`src/rtl/bank_mmu_pkg.sv`:
```
package bank_mmu_pkg;
    localparam int NUM_BANKS = 8;
    localparam int BANK_W    = 8;
    localparam int OFF_W     = 13;
    localparam int LOG_W     = OFF_W + $clog2(NUM_BANKS);
    localparam int PHYS_W    = OFF_W + BANK_W;
    localparam int IDX_W     = $clog2(NUM_BANKS);

    // region decode
    localparam int WIN_W        = 10;
    localparam int WIN_IDX_W    = OFF_W - WIN_W;
    localparam logic [BANK_W-1:0] IO_SEG     = 8'hFF;
    localparam logic [BANK_W-1:0] RAM_SEG_LO = 8'hF8;
    localparam logic [BANK_W-1:0] RAM_SEG_HI = 8'hFB;

    localparam int CE_VDC  = 0;
    localparam int CE_VCE  = 1;
    localparam int CE_SND  = 2;
    localparam int CE_TMR  = 3;
    localparam int CE_PORT = 4;
    localparam int CE_IRQ  = 5;
    localparam int CE_RAM  = 6;
    localparam int NUM_CE  = 7;
    localparam int NUM_IO_WIN = 6;

    typedef logic [BANK_W-1:0] bank_t;

    typedef struct packed {
        bank_t [NUM_BANKS-1:0] bank;
    } bank_state_t;
endpackage

```
`src/rtl/mmu_bank_file.sv`:
```
module mmu_bank_file
    import bank_mmu_pkg::*;
(
    input  logic                          clk,
    input  logic                          rst_n,
    input  logic                          we,
    input  logic [NUM_BANKS-1:0]          sel,
    input  bank_t                         wdata,
    output bank_t                         rdata,
    output bank_t [NUM_BANKS-1:0]         banks
);
    bank_state_t st_d, st_q;

    always_comb begin
        st_d = st_q;
        for (int i = 0; i < NUM_BANKS; i++) begin
            if (we && sel[i]) st_d.bank[i] = wdata;
        end
    end

    always_ff @(posedge clk or negedge rst_n) begin
        if (!rst_n) st_q <= '0;
        else        st_q <= st_d;
    end

    // lowest selected bit wins: scan from the top so lower bits overwrite
    always_comb begin
        rdata = '0;
        for (int i = NUM_BANKS-1; i >= 0; i--) begin
            if (sel[i]) rdata = st_q.bank[i];
        end
    end

    assign banks = st_q.bank;

    generate
        for (genvar g = 0; g < NUM_BANKS; g++) begin : g_chk

            bank_load_chk: assert property (@(posedge clk) disable iff (!rst_n)
                (we && sel[g]) |=> (banks[g] == $past(wdata)));

            bank_hold_chk: assert property (@(posedge clk) disable iff (!rst_n)
                !(we && sel[g]) |=> $stable(banks[g]));
        end
    endgenerate
endmodule

```
`src/rtl/mmu_xlate.sv`:
```
module mmu_xlate
    import bank_mmu_pkg::*;
(
    input  bank_t [NUM_BANKS-1:0] banks,
    input  logic [LOG_W-1:0]      log_addr,
    output logic [PHYS_W-1:0]     phys_addr
);
    logic [IDX_W-1:0] idx;

    always_comb begin
        idx       = log_addr[LOG_W-1:OFF_W];
        phys_addr = {banks[idx], log_addr[OFF_W-1:0]};
    end
endmodule

```
`src/rtl/mmu_cs_decode.sv`:
```
module mmu_cs_decode
    import bank_mmu_pkg::*;
(
    input  logic              clk,
    input  logic              rst_n,
    input  logic              valid,
    input  logic [PHYS_W-1:0] phys_addr,
    output logic [NUM_CE-1:0] ce_n
);
    bank_t                seg;
    logic [WIN_IDX_W-1:0] win;
    logic [NUM_CE-1:0]    hit;

    always_comb begin
        seg = phys_addr[PHYS_W-1:OFF_W];
        win = phys_addr[OFF_W-1:WIN_W];
        hit = '0;
        if (valid) begin
            if (seg == IO_SEG) begin
                for (int w = 0; w < NUM_IO_WIN; w++) begin
                    if (int'(win) == w) hit[w] = 1'b1;
                end
            end
            if (seg >= RAM_SEG_LO && seg <= RAM_SEG_HI) hit[CE_RAM] = 1'b1;
        end
        ce_n = ~hit;
    end


    ce_quiet_chk: assert property (@(posedge clk) disable iff (!rst_n)
        !valid |-> (&ce_n));

    ce_single_chk: assert property (@(posedge clk) disable iff (!rst_n)
        $onehot0(~ce_n));
endmodule

```
`src/rtl/bank_mmu.sv`:
```
module bank_mmu
    import bank_mmu_pkg::*;
(
    input  logic              clk,
    input  logic              rst_n,
    input  logic              map_we,
    input  logic [7:0]        map_sel,
    input  logic [7:0]        map_wdata,
    output logic [7:0]        map_rdata,
    input  logic              acc_valid,
    input  logic [15:0]       log_addr,
    output logic [20:0]       phys_addr,
    output logic [6:0]        ce_n
);
    bank_t [NUM_BANKS-1:0] banks;

    mmu_bank_file u_banks (
        .clk   (clk),
        .rst_n (rst_n),
        .we    (map_we),
        .sel   (map_sel),
        .wdata (map_wdata),
        .rdata (map_rdata),
        .banks (banks)
    );

    mmu_xlate u_xlate (
        .banks     (banks),
        .log_addr  (log_addr),
        .phys_addr (phys_addr)
    );

    mmu_cs_decode u_dec (
        .clk       (clk),
        .rst_n     (rst_n),
        .valid     (acc_valid),
        .phys_addr (phys_addr),
        .ce_n      (ce_n)
    );


    offset_pass_chk: assert property (@(posedge clk) disable iff (!rst_n)
        phys_addr[12:0] == log_addr[12:0]);
endmodule

```
`config.mk`:
```
export PLATFORM = sky130hd
export DESIGN_NAME = bank_mmu
export DESIGN_NICKNAME = d
export VERILOG_FILES = /design/src/rtl/bank_mmu_pkg.sv /design/src/rtl/mmu_bank_file.sv /design/src/rtl/mmu_xlate.sv /design/src/rtl/mmu_cs_decode.sv /design/src/rtl/bank_mmu.sv
export SDC_FILE = /design/constraint.sdc
export NUM_CORES = 1
export LEC_CHECK = 0
export CAP_MARGIN = 10
export CORE_UTILIZATION = 47
export CTS_BUF_LIST = sky130_fd_sc_hd__clkbuf_8 sky130_fd_sc_hd__clkbuf_16
export DETAILED_ROUTE_END_ITERATION = 10
export HOLD_SLACK_MARGIN = 0.15
export PLACE_DENSITY = 0.76
export SLEW_MARGIN = 20
export SYNTH_ARGS = -nofsm -noshare
export SYNTH_HDL_FRONTEND = slang
export SYNTH_SLANG_ARGS = --single-unit
```
`constraint.sdc`:
```
create_clock -name clk -period 1.85 [get_ports clk]
set_input_delay 0.185 -clock clk [delete_from_list [all_inputs] [get_ports clk]]
set_output_delay 0.185 -clock clk [all_outputs]
set_load 0.03 [all_outputs]
```
==> flow_summary.ini, run 1 <==
[outcome]
outcome = complete, but fails checks
failed_checks = setup timing

[global_route]
grt_first_pass_wirelength_um = 18400
grt_max_degree = 65
globalRouteTotalUtil_pct = 30.7
global_route.overflow_total = 0
first_global_vias = 3450
grt_antenna_before_repair = 0

[timing]
slew_violations = 0
max_slew.worst_pin.slew_ns = 0.536
rsz0062_at_grt = yes
finalSetupTns_ns = -5.29
setup_ws_ns = -0.453
finalHoldViolCount = 0
fmax_mhz = 434
fin_worst_hold_slack_ns = 0.364
fin_skew_ns = 0
fin_crit_sh_pct = 125
timing.final.crit_period_ns = 2.30
finalSetupViolCount = 20
slew-limit-headroom_pct = 64.2

[min_path]
hold_path.class = in -> async

[finish]
final_cell_count_no_fill = 536
nets = 468
final-seq-area_mm2 = 0.00160
p_r_area_growth_vs_syn_pct = 54.9
multi_input_comb_area_mm2 = 0.00209
drive_above_1_share_pct = 57.2
largest_register_ffs = 64
fin_area_mm2 = 0.00565
postLayoutCoreUtil_pct = 76.6
n_antenna_cell = 0
layout.filler_cells = 428

[floorplanning]
core.rowCount = 31
initial_core_util_pct = 49.5
die-area_mm2 = 0.00811
pin_count = 72
die_outline_width_um = 90.1
die_h_um = 90.1
fp.coreArea_mm2 = 0.00737

[route]
vias_per_cell = 6.13
wl_per_cell_um = 23.0
routed-via-count = 3283
antenna_violating_nets_post_route = 0
drt_first_iter_violations = 238
first_pass_iteration_count_of_the_detailed_router = 4
post-route-drc-count = 0
routed_wl_um = 12300

[setup_path]
setup.worst_path.start_class = register
worstSetupEndpointType = primary output
timing.critical_path.required_ns = 1.66
critical_path.cell_chain = mux4_2 -> mux2_4 -> buf_4 -> and4_4 -> nand4_1 -> buf_6
worst_setup_path_startpoint = u_banks.banks[39]
cp_top_family = multiplexers
worst_r2r_startpoint = u_banks.banks[53]
critical_path.reg2reg.endpoint = u_banks.banks[53]
worstPathBufferInverterCount = 2
ff2ff_path_depth = 3
crit_path_arrival_time_ns = 2.12
path_class = reg -> out
slowest_stage = sky130_fd_sc_hd__mux4_2
crit_path_max_fanout = 7
reg2reg_slack_ns = 0.79
crit_path_max_incr_delay_ns = 0.47

[clock_network]
clock_sinks = 64
clock_tree.buffer_depth = 2
clock_buffer_count_from_cts = 9
htreeDepth = 3
clock_tree_from_tritoncts = built
clock_latency_of_the_later_clocked_register_in_the_worst_skew_pair_ns = 0.35
cts.reportedPaths.clkPinSlew_ns = 0.08
cts-root-buf = sky130_fd_sc_hd__clkbuf_8

[power_and_ir_drop]
switching_power_w = 0.00151
p_sw_share_pct = 32.0
p_leak_nw = 2.47
seq_power_share_pct = 37.0
power-per-cell-area_mw_per_mm2 = 837
p_clk_share_pct = 24.4
power.combinational.fraction_pct = 38.6
power.ir.vdd_worst_mv = 0.714
cell_internal_pwr_w = 0.00321

[synthesis]
ys_dominant_reg_cell = sky130_fd_sc_hd__dfrtp_1
post_synth_inst_count = 289
yosys-top-cells-count = sky130_fd_sc_hd__dfrtp_1 (64), sky130_fd_sc_hd__mux2_2 (49), sky130_fd_sc_hd__mux2_1 (21)
synthMostInstantiatedCell = sky130_fd_sc_hd__dfrtp_1
synth.avg_cell_area_um2 = 12.6
synthesis.nets = 325
synth_async_sr_flop_share_pct = 100
cell_taking_the_most_area_after_synthesis = sky130_fd_sc_hd__dfrtp_1
yosys_register_bits = 64
synth-edff-count = 0
yosys.cell_types.count = 25
synth_top_cells_by_area = sky130_fd_sc_hd__dfrtp_1 (44%), sky130_fd_sc_hd__mux2_2 (15%), sky130_fd_sc_hd__mux2_1 (6.5%)
ys.warnings.count = 0
post_synth_instance_area_mm2 = 0.00364
synth.yosys.seq_area_share_pct = 43.9
synth_top_cell_area_share_pct = 43.9

[placed_design]
placement.io_buffers = 51
globalplace.congestion = 0.847
dpl.hpwl_um = 7050
post-place-cells = 498
detailed_place.area_mm2 = 0.00495

[run]
maxCapViolCount = 0
## how the worst max path moves through the flow
stage | endpoint | slack [ns] | depth (start not counted)
5_1_grt | ce_n[2] | -0.52 | 6
2_1_floorplan | ce_n[0] | -0.20 | 6
3_5_place_dp | ce_n[2] | -0.65 | 8
3_3_place_gp | phys_addr[14] | -0.62 | 5
6_report | ce_n[2] | -0.45 | 6
4_1_cts | ce_n[2] | -0.45 | 6
## metal layers
metal  up-vias  GRT usage [%]  wire (um)
li1       1361              -          -
met1      1673           37.3       4670
met2       197           49.8       6150
met3        52           5.67        908
met4         0           20.0        579
met5         -           1.92          0
## power by group through the flow
stage | sequential [W] | clock (W) | combinational (W)
after floorplan | 0.00173 | 0 | 0.000802
after global placement | 0.00174 | 0 | 0.00144
after detailed placement | 0.00175 | 0 | 0.00148
after CTS | 0.00174 | 0.00114 | 0.00166
after global routing | 0.00177 | 0.00123 | 0.00191
final | 0.00175 | 0.00116 | 0.00182
## area by class of cell
class | count | share of cell area (%)
Clock buffer | 12 | 2.92
Clock inverter | 4 | 0.332
Timing Repair Buffer | 165 | 28.5
Sequential cell | 64 | 28.4
Multi-Input combinational cell | 183 | 37.1
Inverter | 9 | 0.598
Tap cell | 99 | 2.19
## placed cells by master (no fill, tap or decap), types with 12 or more instances in the layout
| master | n |
|---|---|
| sky130_fd_sc_hd__mux2_1 | 21 |
| sky130_fd_sc_hd__buf_6 | 34 |
| sky130_fd_sc_hd__nor2b_1 | 18 |
| sky130_fd_sc_hd__a21oi_1 | 16 |
| sky130_fd_sc_hd__buf_4 | 88 |
| sky130_fd_sc_hd__clkbuf_8 | 12 |
| sky130_fd_sc_hd__mux4_2 | 16 |
| sky130_fd_sc_hd__clkdlybuf4s50_1 | 22 |
| sky130_fd_sc_hd__dfrtp_1 | 64 |
| sky130_fd_sc_hd__mux2_2 | 43 |
| sky130_fd_sc_hd__nand2_1 | 17 |
## stage by stage
stage               total power (W)  setup slack, ns
floorplan                   0.00253           -0.203
global placement            0.00318           -0.624
detailed placement          0.00324           -0.651
CTS                         0.00453           -0.452
global route                0.00490           -0.525
finish                      0.00473           -0.453
## worst reg2reg max path, delay by kind of cell, from the launching register on
kind / cells / cell delay, ns
DFF: 1 / 0.39
buffers and inverters: 2 / 0.26
muxes: 1 / 0.29
## what timing repair did
item                                    in CTS  in global routing
pin swaps                                   27                 17
endpoints found under the setup margin      23                 23
gates resized for setup                     91                 27
hold buffers                                 1                  0
gates cloned                                 2                  0
buffers inserted                            13                 13
hold endpoints to repair                    64                  0
## logic make-up (layout without fill, tap and decap cells)
logic type | count (synthesis) | in the layout | share of synthesized area, %
buffers and inverters | 42 | 190 | 6.52
and+or+nand+nor | 47 | 47 | 7.17
DFF | 64 | 64 | 43.9
AOI/OAI and AO/OA | 48 | 48 | 9.34
muxes | 88 | 88 | 33.0
Power figures use the tool's default switching activity.
==> inputs of run 2 (changes only) <==
Settings changed: SETUP_SLACK_MARGIN set to 0.3.
Clock period 1.85 ns to 2 ns, I/O delays scaled along.
==> flow_summary.ini, run 2 (synthesis gave the netlist of run 1 again) <==
[setup_path]
slowest_stage = sky130_fd_sc_hd__mux4_2
reg2reg_slack_ns = 0.97
critical_path.reg2reg.endpoint = u_banks.banks[52]
crit_path_max_incr_delay_ns = 0.47
path_class = reg -> out
crit_path_arrival_time_ns = 2.14
critical_path.cell_chain = mux4_2 -> mux2_4 -> buf_4 -> and4_4 -> nand4_1 -> buf_6
crit_path_max_fanout = 7
ff2ff_path_depth = 3
timing.critical_path.required_ns = 1.80
worst_r2r_startpoint = u_banks.banks[52]
worst_setup_path_startpoint = u_banks.banks[4]
worstSetupEndpointType = primary output
setup.worst_path.start_class = register

[placed_design]
placement.io_buffers = 51
dpl.hpwl_um = 6650
globalplace.congestion = 0.821

[clock_network]
htreeDepth = 3
clock_sinks = 64
clock_latency_of_the_later_clocked_register_in_the_worst_skew_pair_ns = 0.35
clock_tree.buffer_depth = 2
cts-root-buf = sky130_fd_sc_hd__clkbuf_8
clock_buffer_count_from_cts = 9
clock_tree_from_tritoncts = built
cts.reportedPaths.clkPinSlew_ns = 0.07

[power_and_ir_drop]
power.ir.vdd_worst_mv = 0.434
p_total_w = 0.00415
power-per-cell-area_mw_per_mm2 = 785
p_leak_nw = 2.27

[route]
post-route-drc-count = 0
routed_wl_um = 11300
drt_first_iter_violations = 202
wl_per_cell_um = 23.0
first_pass_iteration_count_of_the_detailed_router = 5
routed-via-count = 3036
antenna_violating_nets_post_route = 0
vias_per_cell = 6.20

[finish]
n_antenna_cell = 0
nets = 422
commonest_non_fill_non_tap_cell_in_the_layout = sky130_fd_sc_hd__dfrtp_1
drive_above_1_share_pct = 52.2
p_r_area_growth_vs_syn_pct = 45.0
layout.filler_cells = 464
largest_register_ffs = 64
layout_common_cells = sky130_fd_sc_hd__dfrtp_1 (64), sky130_fd_sc_hd__buf_4 (44), sky130_fd_sc_hd__mux2_2 (43)

[timing]
slew-limit-headroom_pct = 48.5
finalHoldViolCount = 0
slew_violations = 0
fmax_mhz = 427
setup_ws_ns = -0.341
timing.final.crit_period_ns = 2.34
rsz0062_at_grt = yes
fin_skew_ns = 0
max_slew.worst_pin.slew_ns = 0.773
fin_worst_hold_slack_ns = 0.400
fin_crit_sh_pct = 117
finalSetupViolCount = 13

[global_route]
global_route.overflow_total = 0
globalRouteTotalUtil_pct = 27.5
first_global_vias = 3080
grt_max_degree = 34
grt_first_pass_wirelength_um = 16700
grt_antenna_before_repair = 0

[outcome]
outcome = complete, but fails checks
failed_checks = setup timing

[min_path]
hold_path.class = in -> out
hold_path_end = phys_addr[1]
hp-start = log_addr[1]
worst_hold_stages = 0

[floorplanning]
core.rowCount = 31
die-area_mm2 = 0.00811
fp.coreArea_mm2 = 0.00737
pin_count = 72
die_h_um = 90.1
initial_core_util_pct = 49.5
die_outline_width_um = 90.1

[run]
maxCapViolCount = 0
-- run 2: stage by stage --
stage          setup WS, ns  std cells  setup TNS (ns)  utilization, %  instance area (um^2)
2_1_floorplan       -0.0683        289          -0.340               -                  3790
3_3_place_gp         -0.500        438           -6.88            61.2                  4510
3_5_place_dp         -0.520        438           -7.17            61.2                  4510
4_1_cts              -0.308        473           -2.19            68.4                  5040
5_1_grt              -0.384        490           -3.24            71.7                  5290
6_report             -0.341        490           -2.59            71.7                  5290
-- run 2: worst max-delay path by stage --
stage / endpoint / slack [ns] / cells after the start
finish: ce_n[3] / -0.34 / 6
global route: ce_n[0] / -0.38 / 6
CTS: ce_n[1] / -0.31 / 6
detailed placement: phys_addr[14] / -0.52 / 5
global placement: phys_addr[14] / -0.50 / 5
floorplan: ce_n[0] / -0.07 / 6
-- run 2: power by group --
group          total [W]  internal [W]  switching (W)
registers        0.00164       0.00149       0.000158
logic            0.00144      0.000798       0.000646
clock network    0.00106      0.000541       0.000522
total            0.00415       0.00283        0.00133
-- run 2: area by class of cell --
type / instances / area [um^2] / area share, %
multi-input cells: 183 / 2060 / 39.0
inverters: 9 / 33.8 / 0.639
flip-flops and latches: 64 / 1600 / 30.3
clock inverters: 4 / 18.8 / 0.355
well taps: 99 / 124 / 2.34
clock buffers: 12 / 165 / 3.12
repair buffers: 119 / 1280 / 24.3
-- run 2: what timing repair did --
| action | CTS | global route |
|---|---|---|
| buffers inserted | 15 | 16 |
| pin swaps | 22 | 11 |
| gates cloned | 3 | 1 |
| endpoints found under the setup margin | 23 | 23 |
| hold buffers | 1 | 0 |
| hold endpoints to repair | 29 | 0 |
| resized for setup | 78 | 24 |
-- run 2: layer usage --
metal / GRT usage, % / part of all wire, % / routed length (um)
met5: 0 / 0 / 0
met4: 15.1 / 3.7 / 420
met3: 5.16 / 9.1 / 1030
met2: 44.1 / 49 / 5550
met1: 35.1 / 38 / 4270
-- run 2: worst max-delay path: cells and delay by family (launching register included) --
| kind | cells | cell delay (ns) |
|---|---|---|
| flip-flops | 1 | 0.41 |
| multiplexers | 2 | 0.78 |
| AND/OR/NAND/NOR | 2 | 0.32 |
| buffers and inverters | 2 | 0.29 |
